`config.mk`:
```
export PLATFORM = sky130hd
export DESIGN_NAME = trap_steer
export DESIGN_NICKNAME = d
export VERILOG_FILES = /design/src/rtl/trap_pkg.sv /design/src/rtl/irq_pick.sv /design/src/rtl/cycle_timer.sv /design/src/rtl/trap_steer.sv
export SDC_FILE = /design/constraint.sdc
export NUM_CORES = 1
export LEC_CHECK = 0
export ABC_AREA = 1
export BUFFER_PORTS_ARGS = -buffer_cell sky130_fd_sc_hd__buf_2
export CORE_UTILIZATION = 55
export DETAILED_ROUTE_END_ITERATION = 10
export GPL_TIMING_DRIVEN = 0
export PLACE_DENSITY = 0.78
export REMOVE_ABC_BUFFERS = 1
export SKIP_LAST_GASP = 1
export SLEW_MARGIN = 15
export SYNTH_ARGS = -nofsm -noshare
export SYNTH_HDL_FRONTEND = slang
export SYNTH_HIERARCHICAL = 1
export SYNTH_SLANG_ARGS = --single-unit
```
`constraint.sdc`:
```
create_clock -name clk -period 58.4 [get_ports clk]
set_input_delay 2.92 -clock clk [delete_from_list [all_inputs] [get_ports clk]]
set_output_delay 2.92 -clock clk [all_outputs]
set_load 0.03 [all_outputs]
```
`src/rtl/trap_pkg.sv`:
```
package trap_pkg;
  localparam logic [31:0] RESET_PC   = 32'h4000_0400;
  localparam logic [31:0] OFS_KERNEL = 32'h180;
  localparam logic [31:0] OFS_DOUBLE = 32'h1C0;
  localparam logic [31:0] OFS_USER   = 32'h200;
  localparam logic [31:0] OFS_LVL2   = 32'h240;
  localparam logic [31:0] OFS_NMI    = 32'h340;
  localparam logic [31:0] PS_MASK    = 32'h0007_0FFF;
  localparam int          PS_EXCM    = 4;
  localparam int          PS_UM      = 5;
  localparam logic [5:0]  CAUSE_IRQ1 = 6'd4;
  typedef enum logic [2:0] {
    SEL_PS = 3'd0, SEL_VB = 3'd1, SEL_CMP0 = 3'd2
  } wr_sel_e;
endpackage

```
`src/rtl/irq_pick.sv`:
```
module irq_pick #(
  parameter int NLINE = 16
) (
  input  logic [NLINE-1:0]   pend_i,
  input  logic [NLINE-1:0]   en_i,
  input  logic [3*NLINE-1:0] lvl_i,
  input  logic [3:0]         il_i,
  input  logic               excm_i,
  output logic               hit_o,
  output logic [2:0]         win_lvl_o
);
  always_comb begin
    logic [2:0] l;
    win_lvl_o = 3'd0;
    for (int i = 0; i < NLINE; i++) begin
      l = lvl_i[3*i +: 3];
      if (pend_i[i] && en_i[i] && l != 3'd0 && l != 3'd6 &&
          ({1'b0, l} > il_i) && !(l == 3'd1 && excm_i) && l > win_lvl_o)
        win_lvl_o = l;
    end
    hit_o = (win_lvl_o != 3'd0);
    if (hit_o) begin
      a_r5_above_mask: assert ({1'b0, win_lvl_o} > il_i);
    end
  end
endmodule

```
`src/rtl/cycle_timer.sv`:
```
module cycle_timer #(
  parameter int NCMP = 3,
  parameter int W    = 32
) (
  input  logic            clk,
  input  logic            rst_n,
  input  logic            step_i,
  input  logic [NCMP-1:0] cmp_we_i,
  input  logic [W-1:0]    wdata_i,
  output logic [W-1:0]    count_o,
  output logic [NCMP-1:0] tpend_o
);
  logic [W-1:0] cnt_q, cnt_d;
  assign cnt_d   = cnt_q + 1'b1;
  assign count_o = cnt_q;

  always_ff @(posedge clk or negedge rst_n) begin
    if (!rst_n)      cnt_q <= '0;
    else if (step_i) cnt_q <= cnt_d;
  end

  for (genvar i = 0; i < NCMP; i++) begin : g_cmp
    logic [W-1:0] cmp_q;
    logic         pend_q, pend_d;
    always_comb begin
      pend_d = pend_q;
      if (cmp_we_i[i])                      pend_d = 1'b0;
      else if (step_i && cnt_d == cmp_q)    pend_d = 1'b1;
    end
    always_ff @(posedge clk or negedge rst_n) begin
      if (!rst_n) begin
        cmp_q  <= '0;
        pend_q <= 1'b0;
      end else begin
        if (cmp_we_i[i]) cmp_q <= wdata_i;
        pend_q <= pend_d;
      end
    end
    assign tpend_o[i] = pend_q;

    a_r8_match_sets: assert property (@(posedge clk) disable iff (!rst_n)
      (step_i && !cmp_we_i[i] && (cnt_q + 1'b1) == cmp_q) |=> tpend_o[i]);
    a_r9_write_clears: assert property (@(posedge clk) disable iff (!rst_n)
      cmp_we_i[i] |=> !tpend_o[i]);
  end
endmodule

```
`src/rtl/trap_steer.sv`:
```
module trap_steer
  import trap_pkg::*;
#(
  parameter int          NLINE     = 16,
  parameter int          NCMP      = 3,
  parameter int          TMR_LINE0 = 6,
  parameter logic [31:0] VB_RST    = 32'h4000_0000
) (
  input  logic               clk,
  input  logic               rst_n,
  input  logic               step_i,
  input  logic [31:0]        pc_i,
  input  logic               exc_req_i,
  input  logic [5:0]         exc_cause_i,
  input  logic [NLINE-1:0]   irq_pend_i,
  input  logic [NLINE-1:0]   irq_en_i,
  input  logic [3*NLINE-1:0] irq_lvl_i,
  input  logic               wr_en_i,
  input  logic [2:0]         wr_sel_i,
  input  logic [31:0]        wr_data_i,
  output logic               redirect_o,
  output logic [31:0]        target_o,
  output logic [31:0]        ps_o,
  output logic [31:0]        epc_o,
  output logic [31:0]        eps_o,
  output logic [5:0]         cause_o,
  output logic [31:0]        depc_o,
  output logic [31:0]        count_o
);
  logic              boot_q;
  logic [31:0]       ps_q, ps_d, epc_q, epc_d, eps_q, eps_d, depc_q, depc_d, vb_q, vb_d;
  logic [5:0]        cause_q, cause_d;
  logic              live_step;
  logic [NCMP-1:0]   cmp_we, tpend;
  logic [NLINE-1:0]  tmr_vec, pend_all;
  logic              irq_hit;
  logic [2:0]        win_lvl;

  assign live_step = step_i && !boot_q;

  for (genvar i = 0; i < NCMP; i++) begin : g_we
    assign cmp_we[i] = wr_en_i && !boot_q && (wr_sel_i == SEL_CMP0 + 3'(i));
  end

  always_comb begin
    tmr_vec = '0;
    for (int i = 0; i < NCMP; i++) tmr_vec[TMR_LINE0 + i] = tpend[i];
  end
  assign pend_all = irq_pend_i | tmr_vec;

  cycle_timer #(.NCMP(NCMP), .W(32)) u_tmr (
    .clk(clk), .rst_n(rst_n), .step_i(live_step), .cmp_we_i(cmp_we),
    .wdata_i(wr_data_i), .count_o(count_o), .tpend_o(tpend)
  );

  irq_pick #(.NLINE(NLINE)) u_pick (
    .pend_i(pend_all), .en_i(irq_en_i), .lvl_i(irq_lvl_i), .il_i(ps_q[3:0]),
    .excm_i(ps_q[PS_EXCM]), .hit_o(irq_hit), .win_lvl_o(win_lvl)
  );

  always_comb begin
    ps_d = ps_q;  epc_d = epc_q;  eps_d = eps_q;
    cause_d = cause_q;  depc_d = depc_q;  vb_d = vb_q;
    redirect_o = 1'b0;
    target_o   = RESET_PC;
    if (boot_q) begin
      redirect_o = 1'b1;
    end else begin
      if (wr_en_i && wr_sel_i == SEL_PS) ps_d = wr_data_i & PS_MASK;
      if (wr_en_i && wr_sel_i == SEL_VB) vb_d = wr_data_i;
      if (step_i && (exc_req_i || irq_hit)) begin
        redirect_o = 1'b1;
        ps_d = ps_q;
        if (exc_req_i && ps_q[PS_EXCM]) begin
          depc_d   = pc_i;
          target_o = vb_q + OFS_DOUBLE;
        end else if (exc_req_i || win_lvl == 3'd1) begin
          epc_d   = pc_i;
          eps_d   = ps_q;
          cause_d = exc_req_i ? exc_cause_i : CAUSE_IRQ1;
          ps_d[PS_EXCM] = 1'b1;
          if (ps_q[3:0] == 4'd0) ps_d[3:0] = 4'd1;
          target_o = vb_q + (ps_q[PS_UM] ? OFS_USER : OFS_KERNEL);
        end else begin
          ps_d[3:0] = {1'b0, win_lvl};
          target_o  = (win_lvl == 3'd7) ? vb_q + OFS_NMI
                    : vb_q + OFS_LVL2 + (({29'd0, win_lvl} - 32'd2) << 6);
        end
      end
    end
  end

  always_ff @(posedge clk or negedge rst_n) begin
    if (!rst_n) begin
      boot_q  <= 1'b1;
      ps_q    <= '0;
      epc_q   <= '0;
      eps_q   <= '0;
      cause_q <= '0;
      depc_q  <= '0;
      vb_q    <= VB_RST;
    end else begin
      boot_q <= 1'b0;
      if (!boot_q) begin
        ps_q    <= ps_d;
        epc_q   <= epc_d;
        eps_q   <= eps_d;
        cause_q <= cause_d;
        depc_q  <= depc_d;
        vb_q    <= vb_d;
      end
    end
  end

  assign ps_o    = ps_q;
  assign epc_o   = epc_q;
  assign eps_o   = eps_q;
  assign cause_o = cause_q;
  assign depc_o  = depc_q;

  a_r1_boot_once: assert property (@(posedge clk) disable iff (!rst_n)
    boot_q |=> !boot_q);
  a_r2_first_save: assert property (@(posedge clk) disable iff (!rst_n)
    (live_step && exc_req_i && !ps_q[PS_EXCM]) |=>
      (epc_q == $past(pc_i) && ps_q[PS_EXCM] && ps_q[3:0] != 4'd0));
  a_r3_double_keeps: assert property (@(posedge clk) disable iff (!rst_n)
    (live_step && exc_req_i && ps_q[PS_EXCM]) |=>
      (depc_q == $past(pc_i) && $stable(epc_q) && $stable(cause_q)));
  a_r7_exc_first: assert property (@(posedge clk) disable iff (!rst_n)
    (live_step && exc_req_i && !ps_q[PS_EXCM]) |=> cause_q == $past(exc_cause_i));
  a_r10_quiet_no_redirect: assert property (@(posedge clk) disable iff (!rst_n)
    (!step_i && !boot_q) |-> !redirect_o);
endmodule

```
==> impl_metrics.toml <==
[outcome]
outcome = "finished, final reports clean"

[timing]
fmax_ghz = 0.03717
finalMaxSlewViolations = 0
rsz0062_at_grt = "false"
worst_pin_slew_ns = 1.198
clock_skew_ns = 0.01127
setup_violations = 0
hold_violations = 0
fin_crit_ns = 26.90
slew_headroom_pct = 20.04
period_share_pct = 46.06
finalSetupTns_ns = 0

[layout]
stdcell_count = 3933
area_growth_pct = 14.17
final_util_pct = 63.82
fillerInstances = 3483
drive_gt1_share_pct = 18.22
nNetsFinal = 3659

[min_path]
hold_class = "reg -> reg"

[route]
wire_per_inst_microns = 16.46
drt-total-wl_microns = 64740
detail_route.iter0.violations = 1533
postRouteAntennaNets = 0
drt-pass1-iter-count = 6
drt_drc_violations_left = 0
vias = 21489
avgViaCountPerCell = 5.464

[die]
fp.dieArea_sq_mm = 0.03907
io-pin-count = 357
rows = 71
die_x_microns = 197.7
initial_core_util_pct = 55.90
core_area_sq_mm = 0.03767
die_h_microns = 197.7

[synthesis]
syn_inst = 3112
yosysSeqAreaShare_pct = 31.39
ys_warn_count = 6
synth_common_cells = "nand2_1, inv_1, nand3_1, dfrtp_1, o21ai_0"
syn_avg_cell_area_sq_um = 6.765
synth-main-ff-cell = "dfrtp_1"
async_reset_ff_share_pct = 100.0
synth_cell_types = 73
synth_area_leaders = "dfrtp_1, nand2_1, inv_1"
yosysMostFrequentCell = "nand2_1"
ys_ff_latch = 264
syn_area_sq_mm = 0.02105
synth_top_area_cell = "dfrtp_1"
synth-edff-count = 0
yosys.area.top_type_share_pct = 31.14

[placed_design]
dp_hpwl_microns = 50190
dp.cells = 3875
io_buffers = 322
gp_congestion = 0.9687

[setup_path]
slowest_delay_ns = 0.68
worst-path-buf-inv = 16
cp.required_ns = 55.48
worstSetupStartpointType = "input port"
critPathCaptureType = "output port"
cpMaxStageDelayCell = "ha_2"
cpMostUsedCell = "nand2_1"
worstPathArrival_ns = 23.98
crit_fanout = 22
critical_path_class = "in -> out"
cp_top_family = "compound AO/OA/AOI/OAI gates"

[power_and_ir_drop]
irDropWorstVdd_v = 0.00003559
powerDensity_mw_per_mm2 = 64.76
p_total_mw = 1.557
leakagePower_nw = 12.88

[clocking]
cts.sinks = 264
cts_made_buffers = 27
clk_transition_reported_paths_ns = 0.06
clk_latency_ns = 0.55
cts_root_buffer = "clkbuf_16"
hold_buffers = 0
cts_resized = 0
cts_setup_buffers = 0
cts_tree = "yes"
cts_buffer_depth = 3
cts-htree-levels = 1

[grt]
grt_pass1_vias = 20834
gr-usage-all-layers_pct = 33.07
grt_max_degree = 101
antenna_found_initial = 6
grt_pass1_wl_microns = 104100
overflow = 0

[job]
maxCapViolCount = 0
## worst register-to-register path, delay by kind of cell, from the launching register on
kind                       cells  cell delay (ns)
and+or+nand+nor               59             6.64
buffers and inverters         15             2.58
AOI/OAI and AO/OA             25             6.27
DFF                            1             0.41
adders and majority gates     16             4.81
## worst paths after layout
kind                                 to  slack (ns)  cells after the start    startpoint
max in group asynchronous        boot_q       55.03                      2         rst_n
setup reg to reg               epc_o[0]       37.52                    115       ps_o[1]
setup / recovery           target_o[16]       31.50                    126  irq_lvl_i[2]
hold reg to reg                eps_o[4]        0.47                      2      eps_o[4]
hold / removal                 eps_o[4]        0.47                      2      eps_o[4]
min in group asynchronous      vb_q[25]        2.42                      1         rst_n
## metrics by stage
step | instance area (sq um) | setup slack [ns] | hold WS [ns]
after global placement | 22770 | 31.21 | 0.4516
final | 24040 | 31.50 | 0.4671
after detailed placement | 23070 | 31.78 | 0.4540
after global routing | 24030 | 29.75 | 0.4835
after CTS | 24020 | 31.69 | 0.4695
after floorplan | 20520 | 34.51 | 0.4534
## cell families (layout without fill, tap and decap cells)
logic type / count (synthesis) / count (layout) / synth area share [%]
other cells: 1 / 43 / 0.01781
buf+inv: 579 / 847 / 11.35
mux: 21 / 21 / 1.123
compound gates: 513 / 513 / 13.67
xor+xnor: 63 / 63 / 2.853
fa+ha+maj: 108 / 108 / 6.490
simple gates: 1563 / 1563 / 33.10
flops: 264 / 264 / 31.39
## report_power, final
part / switching, mW / internal (mW) / total [mW] / leakage [nW]
Combinational: 0.727 / 0.352 / 1.08 / 9.23
Sequential: 0.0546 / 0.243 / 0.297 / 3.20
Clock: 0.0750 / 0.106 / 0.181 / 0.453
Total: 0.857 / 0.700 / 1.56 / 12.9
## cells in the final DEF (no fill, tap or decap), types with 6 or more instances in the layout
master / n
clkbuf_8: 9
clkbuf_16: 27
diode_2: 8
nand2_2: 51
ha_1: 105
nor2_2: 18
a21oi_2: 6
inv_2: 41
o31ai_1: 8
nor2_4: 16
nand3_2: 21
a21oi_1: 125
buf_2: 329
xnor2_1: 10
mux2_2: 21
nand2_1: 859
nor3_1: 21
xor2_1: 49
a31oi_1: 7
o21ai_0: 242
o21ai_1: 58
o211ai_1: 7
conb_1: 35
o21bai_1: 11
buf_4: 6
or2_2: 7
a211oi_1: 6
nand3_1: 278
nand4_1: 17
dfrtp_1: 262
nor2_1: 235
inv_1: 403
nand2_4: 9
## state kept, by name, indices dropped and copies added, names as in the netlist
name / count
cause_o: 6
eps_o: 15
epc_o: 32
depc_o: 32
vb_q: 32
u_tmr/g_cmp.pend_q: 3
u_tmr/g_cmp.cmp_q: 96
boot_q: 1
ps_o: 15
u_tmr/count_o: 32
## metal layers
layer | part of all wire [%] | track usage (%)
met5 | 0 | 0
met4 | 3.8 | 13.24
met3 | 7.8 | 3.944
met1 | 41 | 42.27
met2 | 48 | 56.77
## cell type report
cell class                      instances  area [sq um]  share of cell area [%]
Clock buffer                           38         807.0                   3.357
Tap cell                              511         639.4                   2.660
Multi-Input combinational cell       2303         12220                   50.85
Antenna cell                            8         20.02                 0.08328
Inverter                              453          1734                   7.214
Sequential cell                       264          6609                   27.49
Clock inverter                         12         135.1                  0.5621
Timing Repair Buffer                  344          1871                   7.782
(Power assumes the default switching activity.)
